<file path="config.mk">
export PLATFORM = sky130hd
export DESIGN_NAME = cal_alarm_cmp
export DESIGN_NICKNAME = d
export VERILOG_FILES = /design/src/rtl/cal_alarm_pkg.sv /design/src/rtl/cal_alarm_regs.sv /design/src/rtl/cal_alarm_match.sv /design/src/rtl/cal_alarm_flag.sv /design/src/rtl/cal_alarm_cmp.sv
export SDC_FILE = /design/constraint.sdc
export NUM_CORES = 1
export LEC_CHECK = 0
export ABC_AREA = 1
export BUFFER_PORTS_ARGS = -buffer_cell sky130_fd_sc_hd__buf_2
export CAP_MARGIN = 20
export CORE_UTILIZATION = 45
export DETAILED_ROUTE_END_ITERATION = 16
export PLACE_DENSITY_LB_ADDON = 0.2
export SLEW_MARGIN = 0
export SYNTH_ARGS = -nofsm -noshare
export SYNTH_HDL_FRONTEND = slang
export SYNTH_HIERARCHICAL = 1
export SYNTH_SLANG_ARGS = --single-unit
</file>
<file path="constraint.sdc">
create_clock -name clk -period 1.9 [get_ports clk]
set_clock_uncertainty 0.2 [all_clocks]
set_input_delay 0.19 -clock clk [delete_from_list [all_inputs] [get_ports clk]]
set_output_delay 0.19 -clock clk [all_outputs]
set_load 0.02 [all_outputs]
</file>
<file path="src/rtl/cal_alarm_pkg.sv">
package cal_alarm_pkg;
  typedef enum logic [2:0] {
    SEL_SEC  = 3'd0,
    SEL_MIN  = 3'd1,
    SEL_HOUR = 3'd2,
    SEL_DAY  = 3'd3,
    SEL_CTRL = 3'd4,
    SEL_FLAG = 3'd5
  } reg_sel_e;

  localparam int unsigned CTRL_IRQ_EN_BIT = 0;
  localparam int unsigned CTRL_DATE_BIT   = 1;
  localparam int unsigned NUM_TIME_FIELDS = 3;
endpackage

</file>
<file path="src/rtl/cal_alarm_regs.sv">
module cal_alarm_regs
  import cal_alarm_pkg::*;
#(
  parameter int unsigned FIELD_W = 8,
  parameter int unsigned DAYS    = 7
) (
  input  logic                                      clk,
  input  logic                                      rst,
  input  logic                                      wr_en,
  input  logic [2:0]                                wr_sel,
  input  logic [FIELD_W-1:0]                        wr_data,
  output logic [NUM_TIME_FIELDS-1:0][FIELD_W-1:0]   alm_time,
  output logic [FIELD_W-1:0]                        alm_day,
  output logic                                      date_mode,
  output logic                                      irq_en,
  output logic                                      clr_req
);
  always_ff @(posedge clk) begin
    if (rst) begin
      alm_time  <= '0;
      alm_day   <= '0;
      date_mode <= 1'b0;
      irq_en    <= 1'b0;
    end else if (wr_en) begin
      case (reg_sel_e'(wr_sel))
        SEL_SEC:  alm_time[0] <= wr_data;
        SEL_MIN:  alm_time[1] <= wr_data;
        SEL_HOUR: alm_time[2] <= wr_data;
        SEL_DAY:  alm_day     <= wr_data;
        SEL_CTRL: begin
          irq_en    <= wr_data[CTRL_IRQ_EN_BIT];
          date_mode <= wr_data[CTRL_DATE_BIT];
        end
        default: ;
      endcase
    end
  end

  // Only a zero written to the flag select clears; a one is dropped here.
  assign clr_req = wr_en && (reg_sel_e'(wr_sel) == SEL_FLAG) && !wr_data[0];
endmodule

</file>
<file path="src/rtl/cal_alarm_match.sv">
module cal_alarm_match
  import cal_alarm_pkg::*;
#(
  parameter int unsigned FIELD_W = 8,
  parameter int unsigned DAYS    = 7
) (
  input  logic                                    clk,
  input  logic                                    rst,
  input  logic [NUM_TIME_FIELDS-1:0][FIELD_W-1:0] alm_time,
  input  logic [NUM_TIME_FIELDS-1:0][FIELD_W-1:0] cur_time,
  input  logic [FIELD_W-1:0]                      alm_day,
  input  logic [DAYS-1:0]                         cur_wday,
  input  logic [FIELD_W-1:0]                      cur_date,
  input  logic                                    date_mode,
  output logic                                    match
);
  localparam int unsigned IGN = FIELD_W - 1;
  localparam int unsigned VW  = FIELD_W - 1;

  logic [NUM_TIME_FIELDS-1:0] field_ok;
  logic                       day_hit;
  logic                       day_ok;

  for (genvar i = 0; i < NUM_TIME_FIELDS; i++) begin : g_field
    assign field_ok[i] = alm_time[i][IGN] ||
                         (alm_time[i][VW-1:0] == cur_time[i][VW-1:0]);
  end

  always_comb begin
    if (date_mode) day_hit = (alm_day[VW-1:0] == cur_date[VW-1:0]);
    else           day_hit = |(alm_day[DAYS-1:0] & cur_wday);
  end

  assign day_ok = alm_day[IGN] || day_hit;
  assign match  = day_ok && (&field_ok);

  AST_ALL_IGNORED_MATCHES: assert property (@(posedge clk) disable iff (rst)
    (alm_day[IGN] && alm_time[0][IGN] && alm_time[1][IGN] && alm_time[2][IGN]) |-> match);
  AST_EMPTY_MASK_NO_MATCH: assert property (@(posedge clk) disable iff (rst)
    (!date_mode && !alm_day[IGN] && ((alm_day[DAYS-1:0] & cur_wday) == '0)) |-> !match);
endmodule

</file>
<file path="src/rtl/cal_alarm_flag.sv">
module cal_alarm_flag (
  input  logic clk,
  input  logic rst,
  input  logic sec_tick,
  input  logic match,
  input  logic clr_req,
  input  logic irq_en,
  output logic alarm_flag,
  output logic irq_n
);
  logic flag_d;

  always_comb begin
    flag_d = alarm_flag;
    if (clr_req)            flag_d = 1'b0;
    if (sec_tick && match)  flag_d = 1'b1;
  end

  always_ff @(posedge clk) begin
    if (rst) begin
      alarm_flag <= 1'b0;
      irq_n      <= 1'b1;
    end else begin
      alarm_flag <= flag_d;
      irq_n      <= ~(flag_d & irq_en);
    end
  end

  AST_NO_SET_WITHOUT_TICK: assert property (@(posedge clk) disable iff (rst)
    (!(sec_tick && match) && !alarm_flag) |=> !alarm_flag);
  AST_SET_ON_MATCH: assert property (@(posedge clk) disable iff (rst)
    (sec_tick && match) |=> alarm_flag);
  AST_CLEAR_TAKES: assert property (@(posedge clk) disable iff (rst)
    (clr_req && !(sec_tick && match)) |=> !alarm_flag);
  AST_IRQ_NEEDS_FLAG: assert property (@(posedge clk) disable iff (rst)
    !irq_n |-> alarm_flag);
endmodule

</file>
<file path="src/rtl/cal_alarm_cmp.sv">
module cal_alarm_cmp
  import cal_alarm_pkg::*;
#(
  parameter int unsigned FIELD_W = 8,
  parameter int unsigned DAYS    = 7
) (
  input  logic               clk,
  input  logic               rst,
  input  logic               sec_tick,
  input  logic [FIELD_W-1:0] cur_sec,
  input  logic [FIELD_W-1:0] cur_min,
  input  logic [FIELD_W-1:0] cur_hour,
  input  logic [DAYS-1:0]    cur_wday,
  input  logic [FIELD_W-1:0] cur_date,
  input  logic               wr_en,
  input  logic [2:0]         wr_sel,
  input  logic [FIELD_W-1:0] wr_data,
  output logic               alarm_flag,
  output logic               irq_n
);
  logic [NUM_TIME_FIELDS-1:0][FIELD_W-1:0] alm_time;
  logic [NUM_TIME_FIELDS-1:0][FIELD_W-1:0] cur_time;
  logic [FIELD_W-1:0]                      alm_day;
  logic                                    date_mode;
  logic                                    irq_en;
  logic                                    clr_req;
  logic                                    match;

  assign cur_time = {cur_hour, cur_min, cur_sec};

  cal_alarm_regs #(.FIELD_W(FIELD_W), .DAYS(DAYS)) u_regs (
    .clk(clk), .rst(rst), .wr_en(wr_en), .wr_sel(wr_sel), .wr_data(wr_data),
    .alm_time(alm_time), .alm_day(alm_day), .date_mode(date_mode),
    .irq_en(irq_en), .clr_req(clr_req)
  );

  cal_alarm_match #(.FIELD_W(FIELD_W), .DAYS(DAYS)) u_match (
    .clk(clk), .rst(rst), .alm_time(alm_time), .cur_time(cur_time),
    .alm_day(alm_day), .cur_wday(cur_wday), .cur_date(cur_date),
    .date_mode(date_mode), .match(match)
  );

  cal_alarm_flag u_flag (
    .clk(clk), .rst(rst), .sec_tick(sec_tick), .match(match),
    .clr_req(clr_req), .irq_en(irq_en), .alarm_flag(alarm_flag), .irq_n(irq_n)
  );

  AST_RESET_QUIET: assert property (@(posedge clk)
    $past(rst) |-> (!alarm_flag && irq_n));
endmodule

</file>
==> metrics.log <==
INFO  metric power_frac_comb = 0.164
INFO  metric max_cap_viol_count = 0
INFO  metric internal_power = between 1 and 1.5 mW
INFO  metric initial_utilization = 0.4764
INFO  metric globalRouteOverflowTotal = 0
INFO  metric globalplace.congestion = slightly below 0.8
INFO  metric std_cell_rows = 24
INFO  metric synth.lib_cells_used.distinct = 23
INFO  metric timing.hold.worst.class = input pin to flop
INFO  metric p_leak = roughly 1.3 nW
INFO  metric drcViolationCount = 4
INFO  metric route.vias.total = between 2000 and 2500
INFO  metric reg_to_reg_critical_path_startpoint = u_regs/alm_time[4]
INFO  metric p_seq_frac = 0.492
INFO  metric fin_nets = 466
INFO  metric sequential_fraction_of_the_synthesis_area = 0.3404
INFO  metric power_density = between 600 and 700 nW/um^2
INFO  metric ant_nets = 0
INFO  metric number_of_instances_in_the_synthesized_netlist = approximately 360
INFO  metric worstPathMaxFanout = 34
INFO  metric clock_tree.root_cell = sky130_fd_sc_hd__clkbuf_8
INFO  metric core_box_area = 4444 um^2
INFO  metric grt_setup_unrepaired = false
INFO  metric maxSlewHeadroom = 0.6520
INFO  metric postLayoutSetupSlackWorst = 0.3071 ns
INFO  metric fin_setup_tns = 0 ns
INFO  metric worstPathArrival = approximately 1.6 ns
INFO  metric grt_pass1_vias = between 1500 and 2000
INFO  metric critPathCaptureType = flop
INFO  metric worst-r2r-cell-count = 12
INFO  metric dp_slack = 0.2612 ns
INFO  metric cts_inserted_buffers = 5
INFO  metric dieArea = 4983 um^2
INFO  metric maximum_count_of_clock_buffers_along_a_single_path = 2
INFO  metric boundaryPins = 56
INFO  metric worst_ep_required_time = about 1.9 ns
INFO  metric tightestPinTransition = about 0.52 ns
INFO  metric routed_wirelength = ~4400 um
INFO  metric setup_violations = 0
INFO  metric post_route_cells_drive_above_1_share = 0.1768
INFO  metric period_utilization = 0.8384
INFO  metric die_w = between 70 and 80 um
INFO  metric worst_ir_drop_vdd = between 400 and 500 uV
INFO  metric p_switching = around 0.43 mW
INFO  metric ys_warn_count = 6
INFO  metric tritoncts_num_sinks = 36
INFO  metric power.share.clock = 0.344
INFO  metric placed_cells_incl_taps = 455
INFO  metric layout_commonest_cell = sky130_fd_sc_hd__nand2_1
INFO  metric viasPerCell = roughly 4.6
INFO  metric max_freq = 627.8 MHz
INFO  metric grt_pass1_wl = 7872 um
INFO  metric timing_hold_violations_final = 0
INFO  metric tritoncts = yes
INFO  metric hold_start = wr_data[0]
INFO  metric fillCellCount = 474
INFO  metric hold_depth = 5
INFO  metric clock_latency = 0.29 ns
INFO  metric reg2reg_to = u_flag/irq_n
INFO  metric wl_per_cell = approximately 9.5 um
INFO  metric layout_min_cycle_time = 1.593 ns
INFO  metric min_to = u_flag/alarm_flag
INFO  metric global_route.usage.total = 0.2016
INFO  metric dpl-instance-area = ~2400 um^2
INFO  metric area.growth.synth_to_final = 19.03%
INFO  metric timing.critical_path.from_type = input pin
INFO  metric grt_antenna_before_repair = 0
INFO  metric failing_checks = DRC
INFO  metric mappedNetlistArea = 2117 um^2
INFO  metric layout.cells.non_filler = 465
INFO  metric finalHoldWorstSlack = between 0.07 and 0.08 ns
INFO  metric dr.first_iter.drc_count = 116
INFO  metric worst-r2r-setup-slack = around 0.31 ns
INFO  metric final_area = around 2500 um^2
INFO  metric chipHeight = just over 70 um
INFO  metric cts-htree-levels = 2
INFO  metric run_status = finished, violations left
INFO  metric io_buffer_count = 51
INFO  metric drv_slew = 0
INFO  metric mostFrequentLayoutCells = sky130_fd_sc_hd__nand2_1, sky130_fd_sc_hd__nor2_1, sky130_fd_sc_hd__buf_2, sky130_fd_sc_hd__inv_1, sky130_fd_sc_hd__nand3_1
INFO  metric timing.setup.critical_path_class = input pin to flop
INFO  metric worst_setup_hold_path_clk_slew = around 0.070 ns
INFO  metric synth_nets = a little over 400
INFO  metric total_iterations_of_the_first_detailed_routing_run = 10
INFO  metric ys_ff_latch = 36
INFO  metric synthesis.area_per_instance = 5.930 um^2
INFO  metric post-dp-hpwl = 3310 um
INFO  metric switch_share = 0.2678
INFO  metric antenna_cells_inserted = 0
INFO  metric grt_max_degree = 35
-- registers in the layout, summed over array words and instances (netlist names) --
register and cells:
u_flag/alarm_flag 1, u_flag/irq_n 1, u_regs/alm_day 8, u_regs/alm_time 24, u_regs/date_mode 1, u_regs/irq_en 1
-- routing by layer --
| metal | track usage | wire, um | up-vias | share of wire |
|---|---|---|---|---|
| met3 | 0.05983 | 202 | 8 | 0.046 |
| li1 | - | - | 1173 | - |
| met5 | 0 | 0 | - | 0 |
| met1 | 0.2420 | 2075 | 893 | 0.47 |
| met2 | 0.3495 | 2081 | 45 | 0.47 |
| met4 | 0.06222 | 73 | 0 | 0.016 |
-- power by group through the flow --
stage	sequential [mW]	clock, mW	combinational, mW
2_1_floorplan	0.810	0	0.174
3_3_place_gp	0.814	0	0.258
3_5_place_dp	0.815	0	0.263
4_1_cts	0.798	0.574	0.267
5_1_grt	0.800	0.608	0.308
6_report	0.797	0.558	0.265
-- Yosys cell counts (all sizes together) --
library cell | instances | area share
o21ai | 3 | 0.0071
buf | 6 | 0.020
xnor2 | 3 | 0.012
clkinv | 1 | 0.0018
dfxtp | 36 | 0.34
nand2 | 112 | 0.20
nand3 | 38 | 0.092
clkbuf | 1 | 0.0018
a21oi | 3 | 0.0089
nand4 | 1 | 0.0030
xor2 | 5 | 0.021
inv | 52 | 0.092
nor2 | 93 | 0.19
nor3 | 1 | 0.0024
o21bai | 2 | 0.0089
-- worst max path at each step --
stage / startpoint / endpoint / slack (ns) / cells after the start
after floorplan: u_regs/alm_time[12] / u_flag/irq_n / 0.56 / 11
after global placement: rst / u_regs/alm_time[11] / 0.26 / 4
after detailed placement: rst / u_regs/alm_time[9] / 0.26 / 4
after CTS: rst / u_regs/alm_time[9] / 0.05 / 5
after global routing: u_regs/alm_time[12] / u_flag/irq_n / 0.13 / 11
final: rst / u_regs/alm_time[9] / 0.31 / 5
-- critical path: stages --
cell and delay (ns):
sky130_fd_sc_hd__dlygate4sd3_1 0.52, sky130_fd_sc_hd__buf_2 0.15, sky130_fd_sc_hd__clkinvlp_4 0.44, sky130_fd_sc_hd__nand2_1 0.21, sky130_fd_sc_hd__nor2_1 0.06
-- area by class of cell --
type	instances	area, um^2	share of cell area
multi-input combinational	261	1151	0.4568
sequential	36	720.7	0.2860
timing repair buffer	55	290.3	0.1152
inverter	53	202.7	0.08044
clock buffer	8	90.09	0.03575
tap	52	65.06	0.02582
-- stage by stage --
step / util / total power, mW
2_1_floorplan: - / 0.9841
3_3_place_gp: 0.5414 / 1.071
3_5_place_dp: 0.5414 / 1.078
4_1_cts: 0.5662 / 1.638
5_1_grt: 0.5670 / 1.716
6_report: 0.5670 / 1.620
-- timing repair --
action | in CTS | in global routing
gates resized for setup | 0 | 1
endpoints found under the setup margin | 0 | 34
hold buffers | 2 | 0
hold endpoints to repair | 2 | 0
buffers inserted | 0 | 0
-- kinds of logic after synthesis --
group / Yosys count / share of synthesized area
AO/OA/AOI/OAI: 8 / 0.02482
XOR/XNOR: 8 / 0.03310
buffers and inverters: 60 / 0.1158
flip-flops: 36 / 0.3404
AND/OR/NAND/NOR: 245 / 0.4858
(Power assumes the default switching activity.)
